## config.mk

```make
export PLATFORM = sky130hd
export DESIGN_NAME = pxclk_div
export DESIGN_NICKNAME = d
export VERILOG_FILES = /design/src/rtl/pxclk_div_pkg.sv /design/src/rtl/pxclk_cfg_reg.sv /design/src/rtl/pxclk_tick_mux.sv /design/src/rtl/pxclk_div_core.sv /design/src/rtl/pxclk_div.sv
export SDC_FILE = /design/constraint.sdc
export NUM_CORES = 1
export LEC_CHECK = 0
export BUFFER_PORTS_ARGS = -buffer_cell sky130_fd_sc_hd__buf_2
export CAP_MARGIN = 20
export CORE_UTILIZATION = 40
export DETAILED_ROUTE_END_ITERATION = 8
export PLACE_DENSITY = 0.68
export SLEW_MARGIN = 20
export SYNTH_ARGS = -nofsm -noshare
export SYNTH_HDL_FRONTEND = slang
export SYNTH_SLANG_ARGS = --single-unit
```

## constraint.sdc

```tcl
create_clock -name clk -period 2.04 [get_ports clk]
set_input_delay 0.306 -clock clk [delete_from_list [all_inputs] [get_ports clk]]
set_output_delay 0.306 -clock clk [all_outputs]
set_load 0.01 [all_outputs]
```

## src/rtl/pxclk_div_pkg.sv

```systemverilog
`timescale 1ns/1ps
package pxclk_div_pkg;
  localparam int WORD_W   = 32;
  localparam int DIV_W    = 10;
  localparam int DIV_LSB  = 0;
  localparam int SEL_W    = 3;
  localparam int SEL_LSB  = 10;
  localparam int BYP_BIT  = 13;
  localparam int RAT_W    = DIV_W + 1;

  // Ratio encoded by a divide code and bypass bit.
  function automatic logic [RAT_W-1:0] eff_ratio(input logic byp, input logic [DIV_W-1:0] code);
    if (byp) return RAT_W'(1);
    return RAT_W'(code) + RAT_W'(2);
  endfunction

  // Number of source ticks in the high phase of a period.
  function automatic logic [RAT_W-1:0] high_len(input logic [RAT_W-1:0] r);
    return r >> 1;
  endfunction
endpackage

```

## src/rtl/pxclk_cfg_reg.sv

```systemverilog
`timescale 1ns/1ps
module pxclk_cfg_reg
  import pxclk_div_pkg::*;
(
  input  logic              clk,
  input  logic              rst,
  input  logic              cfg_we,
  input  logic [WORD_W-1:0] cfg_wdata,
  input  logic              div_we,
  input  logic [DIV_W-1:0]  div_code,
  input  logic              div_byp,
  output logic [WORD_W-1:0] word
);
  always_ff @(posedge clk) begin
    if (rst) begin
      word <= '0;
    end else if (cfg_we) begin
      word <= cfg_wdata;
    end else if (div_we) begin
      word[DIV_LSB +: DIV_W] <= div_code;
      word[BYP_BIT]          <= div_byp;
    end
  end
endmodule

```

## src/rtl/pxclk_tick_mux.sv

```systemverilog
`timescale 1ns/1ps
module pxclk_tick_mux
  import pxclk_div_pkg::*;
#(
  parameter int NSRC = 8
) (
  input  logic [NSRC-1:0]  ticks,
  input  logic [SEL_W-1:0] sel,
  output logic             tick
);
  logic [NSRC-1:0] hit;
  for (genvar i = 0; i < NSRC; i++) begin : g_src
    assign hit[i] = ticks[i] && (sel == SEL_W'(i));
  end
  assign tick = |hit;
endmodule

```

## src/rtl/pxclk_div_core.sv

```systemverilog
`timescale 1ns/1ps
module pxclk_div_core
  import pxclk_div_pkg::*;
(
  input  logic             clk,
  input  logic             rst,
  input  logic             en,
  input  logic             tick,
  input  logic [DIV_W-1:0] new_code,
  input  logic             new_byp,
  input  logic [SEL_W-1:0] new_sel,
  output logic [SEL_W-1:0] act_sel,
  output logic [RAT_W-1:0] act_ratio,
  output logic             pix_clk,
  output logic             pix_tick
);
  logic [RAT_W-1:0] cnt;
  logic             byp_q;
  logic             last;
  logic             wrap;

  assign last = (cnt == act_ratio - RAT_W'(1));
  assign wrap = en && tick && last;

  always_ff @(posedge clk) begin
    if (rst) begin
      cnt       <= '0;
      act_ratio <= eff_ratio(1'b0, '0);
      byp_q     <= 1'b0;
      act_sel   <= '0;
    end else if (!en || wrap) begin
      cnt       <= '0;
      act_ratio <= eff_ratio(new_byp, new_code);
      byp_q     <= new_byp;
      act_sel   <= new_sel;
    end else if (tick) begin
      cnt <= cnt + RAT_W'(1);
    end
  end

  assign pix_tick = wrap;
  assign pix_clk  = en && (byp_q ? tick : (cnt < high_len(act_ratio)));
endmodule

```

## src/rtl/pxclk_div.sv

```systemverilog
`timescale 1ns/1ps
module pxclk_div
  import pxclk_div_pkg::*;
#(
  parameter int NSRC = 8
) (
  input  logic              clk,
  input  logic              rst,
  input  logic              en,
  input  logic [NSRC-1:0]   src_tick,
  input  logic              cfg_we,
  input  logic [WORD_W-1:0] cfg_wdata,
  input  logic              div_we,
  input  logic [DIV_W-1:0]  div_code,
  input  logic              div_byp,
  output logic [WORD_W-1:0] cfg_rdata,
  output logic [RAT_W-1:0]  ratio,
  output logic              pix_clk,
  output logic              pix_tick
);
  localparam int MAX_SRC = 1 << SEL_W;
  if (NSRC < 1 || NSRC > MAX_SRC) begin : g_bad_nsrc
    $error("NSRC out of range");
  end

  logic [WORD_W-1:0] word;
  logic [SEL_W-1:0]  act_sel;
  logic              sel_tick;

  pxclk_cfg_reg u_cfg (
    .clk(clk), .rst(rst), .cfg_we(cfg_we), .cfg_wdata(cfg_wdata),
    .div_we(div_we), .div_code(div_code), .div_byp(div_byp), .word(word)
  );

  pxclk_tick_mux #(.NSRC(NSRC)) u_mux (
    .ticks(src_tick), .sel(act_sel), .tick(sel_tick)
  );

  pxclk_div_core u_core (
    .clk(clk), .rst(rst), .en(en), .tick(sel_tick),
    .new_code(word[DIV_LSB +: DIV_W]), .new_byp(word[BYP_BIT]),
    .new_sel(word[SEL_LSB +: SEL_W]),
    .act_sel(act_sel), .act_ratio(ratio), .pix_clk(pix_clk), .pix_tick(pix_tick)
  );

  assign cfg_rdata = word;
endmodule

```

==> results of run 1 <==
worst min-delay path, delay by kind of cell:
| kind | cells | cell delay [ns] |
|---|---|---|
| buffers and inverters | 1 | 0.08 |
| multiplexers | 1 | 0.05 |
| AND/OR/NAND/NOR | 1 | 0.07 |
sequential cells by signal (all words and copies together) (netlist names):
signal and count:
u_cfg.word 32, u_core.cnt 11, u_core.act_sel 3, u_core.byp_q 1, u_core.act_ratio 11
metrics by stage:
stage	hold WS, ns	worst slack (ns)	area [µm²]	setup TNS [ns]
floorplan	0.449	-0.159	3060	-2.89
global placement	0.467	-0.178	3820	-3.90
detailed placement	0.476	-0.217	3820	-4.92
CTS	0.195	-0.395	4370	-7.47
global route	0.203	-0.489	4470	-10.39
finish	0.207	-0.380	4470	-7.54
logic make-up after synthesis:
logic type / after synthesis / synth area share (%)
buffers and inverters: 30 / 4.12
muxes: 42 / 14.4
AOI/OAI and AO/OA: 41 / 9.64
xor gates and xnor gates: 28 / 8.08
DFF: 58 / 38.2
and+or+nand+nor: 135 / 20.6
adders and majority gates: 12 / 4.94
final timing paths:
path | slack (ns) | from | to | depth (start not counted)
max | -0.38 | u_core.act_ratio[1] | pix_tick | 8
min | 0.21 | cfg_wdata[23] | u_cfg.word[23] | 3
min reg2reg | 0.49 | u_cfg.word[20] | u_cfg.word[20] | 2
max reg2reg | -0.33 | u_core.act_ratio[2] | u_core.act_sel[2] | 13
per-layer routing:
metal  GRT usage, %  part of all wire [%]  vias up
met5              0                     0        -
met4           10.5                   1.9        0
met3           5.72                   5.9       18
met2           36.9                    49      113
met1           26.1                    43     1413
li1               -                     -     1481
power by group through the flow:
stage / logic [mW] / clock network [mW] / registers (mW)
final: 0.611 / 1.41 / 1.25
after global routing: 0.666 / 1.49 / 1.26
after CTS: 0.578 / 1.43 / 1.25
after detailed placement: 0.483 / 0 / 1.27
after global placement: 0.472 / 0 / 1.27
after floorplan: 0.276 / 0 / 1.28
repair_timing:
item,4_1_cts,5_1_grt
setup buffers,10,4
pin swaps,6,14
gates cloned,5,0
hold buffers,0,0
gates resized for setup,41,17
endpoints found under the setup margin,28,28
cells in the mapped netlist (all sizes together) (2+ instances only):
| cell type | number | share of area [%] |
|---|---|---|
| nor2 | 67 | 8.3 |
| dfxtp | 58 | 38 |
| mux2i | 37 | 12 |
| nand2 | 20 | 2.5 |
| a21oi | 15 | 2.5 |
| xnor2 | 15 | 4.3 |
| nor3 | 13 | 2.1 |
| xor2 | 13 | 3.7 |
| ha | 12 | 4.9 |
| inv | 12 | 1.5 |
| clkbuf | 11 | 1.4 |
| nand3 | 10 | 1.6 |
| o31ai | 10 | 2.5 |
| and3 | 8 | 1.6 |
| buf | 7 | 1.3 |
| mux2 | 4 | 1.5 |
| nand4 | 4 | 0.82 |
| nand2b | 3 | 0.62 |
| a211o | 2 | 0.58 |
| a21o | 2 | 0.49 |
| and2 | 2 | 0.41 |
| nand3b | 2 | 0.49 |
| nor4 | 2 | 0.91 |
| nor4b | 2 | 0.58 |
| o211ai | 2 | 0.49 |
| o21ai | 2 | 0.33 |
cell type report:
class	count	area (µm²)	area share, %
clock buffer	11	163	3.64
sequential	58	1180	26.4
inverter	12	45.0	1.01
tap	99	124	2.77
multi-input combinational	259	1940	43.5
timing repair buffer	145	905	20.2
clock inverter	5	108	2.41
==> flow_summary_export.csv, run 1 <==
group,metric,value,unit
yosys,synthArstFlopShare,0,%
route,drt-vias-per-instance,5.14,
grt,grt_pass1_vias,2891,
die,initial_core_util,41.6,%
route,via_count,3025,
clock_network,clk_pin_slew,0.07,ns
pwr,power_density,731,nW/µm²
sta,drv_slew,0,
clock_network,cts_buffer_depth,2,
sta,layout_min_cycle_time,2.42,ns
sta,fmax,413,MHz
placed_design,finalWeightedCongestion,0.841,
sta,rsz0062_at_grt,"yes",
sta,skew,0.0137,ns
worst_setup_path,path_delay_family,"simple AND/OR/NAND/NOR gates",
yosys,syn-num-nets,414,
worst_setup_path,critPathSlowestCell,"dfxtp_4",
yosys,yosysSeqAreaShare,38.2,%
die,die_area,7940,µm²
grt,grt-ovfl-total,0,
finish,n_antenna_cell,0,
pwr,p_sw,839,µW
placed_design,dpl.hpwl,5.81,mm
grt,grt_antenna_before_repair,0,
placed_design,numPortBuffers,100,
worst_setup_path,critPathKind,"reg2out",
finish,n_fill_cell,674,
sta,slew_headroom,61.3,%
route,drt_iter0_markers,105,
sta,hold_viol_final,0,
min_path,min_path_type,"in2reg",
worst_setup_path,critPathArrivalTime,2.11,ns
worst_setup_path,required,1.73,ns
outcome,status,"complete, but fails checks",
sta,fin_crit_sh,119,%
pwr,pwr-share-clk,43.2,%
pwr,power_frac_seq,38.1,%
worst_setup_path,start_kind,"flop",
die,die_w,89.1,µm
pwr,p_leak,2.11,nW
yosys,synth-edff-count,0,
yosys,avgSynthCellArea,8.78,µm²
worst_setup_path,crit_path_max_incr_delay,0.36,ns
finish,final_net_count,553,
sta,setup_ws,-0.380,ns
finish,layout_commonest_cell,"buf_2",
die,row_count,31,
outcome,failed_checks,"setup timing",
die,ioPinCount,101,
pwr,ir_worst_vdd,0.406,mV
grt,globalRouteTotalUtil,22.0,%
pwr,p_int,2.43,mW
finish,area_growth,47.2,%
pwr,total_power,3.27,mW
finish,final_cell_mix,"buf_2, nor2_1, dfxtp_1, mux2i_1, buf_4",
placed_design,numPlacedInstances,555,
pwr,switching_share,25.7,%
finish,stdcell_count,589,
route,routed_wl,8.40,mm
finish,drive_gt1_share,41.6,%
sta,worst_pin_slew,0.581,ns
worst_setup_path,critPathMaxFanout,6,
grt,grt_max_degree,29,
clock_network,cts_max_level,3,
worst_setup_path,critPathCaptureType,"primary output",
clock_network,tritoncts,"yes",
pwr,combPwrFrac,18.7,%
worst_setup_path,crit_chain,"inv_1, ha_2, and2_4, nor4b_4, a31oi_4, nor4_2, and2_1, buf_2",
die,core_area,7290,µm²
yosys,ys_ff_latch,58,
route,detail-route-antenna-nets,0,
clock_network,cts_buffers,9,
clock_network,clkLatencyLatePin,0.34,ns
finish,post-route-util,61.3,%
route,first_pass_iters,5,
grt,grt_pass1_wl,13.1,mm
flow_run,maxCapViolCount,0,
die,die_h,89.1,µm
yosys,synth_cells,346,
yosys,syn-cell-area,3040,µm²
sta,setup_violations,28,
worst_setup_path,crit_buf_inv,2,
yosys,ys_types,40,
yosys,yosysWarnings,0,
route,route.detailed.drc,0,
route,wl_per_cell,14.3,µm
yosys,synth_ff_type,"dfxtp_1",
clock_network,cts_root_buffer,"clkbuf_8",
clock_network,cts.sinks,58,
No activity file was read; power rests on OpenSTA's default activity.
==> run 2: changes to the inputs <==
--- a/config.mk
+++ b/config.mk
@@ -10,6 +10,7 @@
 export CORE_UTILIZATION = 40
 export DETAILED_ROUTE_END_ITERATION = 8
 export PLACE_DENSITY = 0.68
+export SKIP_LAST_GASP = 1
 export SLEW_MARGIN = 20
 export SYNTH_ARGS = -nofsm -noshare
 export SYNTH_HDL_FRONTEND = slang
==> run 2 against run 1 <==
  * The run still ends with setup timing left
  * Critical path depth unchanged
  * Routed wire length decreased by 0.64%
  * Sequential power about the same
  * Clock skew decreased by 0.0015 ns
  * Critical endpoint unchanged
==> flow_summary_export.csv, run 2 (synthesis gave the netlist of run 1 again) <==
group,metric,value,unit
clock_network,clkLatencyLatePin,0.34,ns
die,ioPinCount,101,
outcome,failed_checks,"setup timing",
die,die_w,89.1,µm
grt,grt_max_degree,29,
finish,n_antenna_cell,0,
clock_network,cts_buffer_depth,2,
finish,reg_top3,"u_cfg.word (32), u_core.act_ratio (11), u_core.cnt (11)",
finish,largest_reg_flops,32,
sta,hold_viol_final,0,
clock_network,cts_buffers,9,
clock_network,tritoncts,"yes",
pwr,power_density,735,nW/µm²
pwr,p_sw,832,µW
grt,grt_antenna_before_repair,0,
die,core_area,7290,µm²
grt,grt_pass1_wl,13.2,mm
die,initial_core_util,41.6,%
min_path,min_path_type,"in2reg",
die,die_h,89.1,µm
placed_design,dpl.hpwl,5.81,mm
route,first_pass_iters,4,
finish,area_growth,45.8,%
pwr,p_leak,2.09,nW
finish,final_cell_mix,"buf_2, nor2_1, dfxtp_1, mux2i_1, buf_4",
worst_setup_path,critPathCaptureType,"primary output",
worst_setup_path,critPathKind,"reg2out",
sta,fin_crit_sh,118,%
placed_design,numPortBuffers,100,
worst_setup_path,critPathMaxFanout,6,
flow_run,maxCapViolCount,0,
route,drt_iter0_markers,116,
route,via_count,3045,
placed_design,numPlacedInstances,555,
clock_network,cts_max_level,3,
pwr,pwr-share-clk,43.3,%
sta,slew_headroom,63.9,%
sta,setup_violations,28,
pwr,p_int,2.42,mW
route,drt-vias-per-instance,5.17,
placed_design,post-place-ws,-0.217,ns
route,wl_per_cell,14.2,µm
worst_setup_path,required,1.73,ns
placed_design,finalWeightedCongestion,0.841,
die,row_count,31,
clock_network,cts_root_buffer,"clkbuf_8",
sta,fmax,414,MHz
finish,top_register,"u_cfg.word",
pwr,combPwrFrac,18.4,%
finish,post-route-util,60.7,%
grt,grt_pass1_vias,2895,
route,routed_wl,8.34,mm
clock_network,clk_pin_slew,0.07,ns
sta,rsz0062_at_grt,"yes",
die,die_area,7940,µm²
outcome,status,"complete, but fails checks",
finish,drive_gt1_share,41.0,%
finish,stdcell_count,589,
worst_setup_path,start_kind,"flop",
sta,layout_min_cycle_time,2.41,ns
clock_network,cts.sinks,58,
sta,skew,0.0122,ns
sta,drv_slew,0,
route,detail-route-antenna-nets,0,
pwr,switching_share,25.6,%
grt,globalRouteTotalUtil,22.0,%
sta,setup_ws,-0.374,ns
finish,final_net_count,553,
pwr,power_frac_seq,38.3,%
route,route.detailed.drc,0,
worst_setup_path,critPathArrivalTime,2.11,ns
grt,grt-ovfl-total,0,
finish,layout_commonest_cell,"buf_2",
pwr,ir_worst_vdd,0.407,mV
sta,worst_pin_slew,0.541,ns
==> run 2: timing repair <==
item,in CTS,in global routing
hold buffers,0,0
buffers inserted,10,3
setup endpoints to repair,28,28
gates cloned,5,0
gates resized for setup,39,12
pin swaps,6,16
==> run 2: path summary, 6_finish.rpt <==
kind | from | endpoint | slack, ns | depth (start not counted)
max | u_core.act_ratio[1] | pix_tick | -0.37 | 8
max reg2reg | u_core.act_ratio[2] | u_core.act_sel[2] | -0.35 | 13
min reg2reg | u_cfg.word[20] | u_cfg.word[20] | 0.49 | 2
min | cfg_wdata[23] | u_cfg.word[23] | 0.20 | 3
==> run 2: power groups by stage <==
stage	clock, mW	combinational [mW]	sequential, mW
4_1_cts	1.43	0.576	1.25
3_3_place_gp	0	0.472	1.27
3_5_place_dp	0	0.483	1.27
6_report	1.41	0.601	1.25
2_1_floorplan	0	0.276	1.28
5_1_grt	1.49	0.655	1.25
==> run 2: per-layer routing <==
layer | up-vias | GRT usage, % | share of wire (%)
li1 | 1477 | - | -
met1 | 1414 | 26.2 | 43
met2 | 129 | 37.1 | 48
met3 | 25 | 5.72 | 6.6
met4 | 0 | 10.4 | 2.2
met5 | - | 0 | 0
==> run 2: worst max-delay path, cell delays in order (launching register included) <==
cell	delay, ns
dfxtp_4	0.36
inv_1	0.08
ha_2	0.25
and2_4	0.18
nor4b_4	0.24
a31oi_4	0.08
nor4_2	0.29
and2_1	0.17
buf_2	0.13
==> run 2: final cells by class <==
type | instances | area (µm²)
Clock buffer | 11 | 163
Timing Repair Buffer | 145 | 901
Fill cell | 681 | 2860
Clock inverter | 5 | 108
Sequential cell | 58 | 1180
Tap cell | 99 | 124
Multi-Input combinational cell | 259 | 1910
Inverter | 12 | 45.0
==> run 2: per-stage QoR <==
step / cell area (µm²) / hold slack [ns] / TNS [ns] / total power [mW]
after floorplan: 3060 / 0.449 / -2.89 / 1.56
after global placement: 3820 / 0.467 / -3.90 / 1.74
after detailed placement: 3820 / 0.476 / -4.92 / 1.75
after CTS: 4370 / 0.195 / -7.49 / 3.25
after global routing: 4430 / 0.203 / -11.48 / 3.40
final: 4430 / 0.204 / -7.99 / 3.26
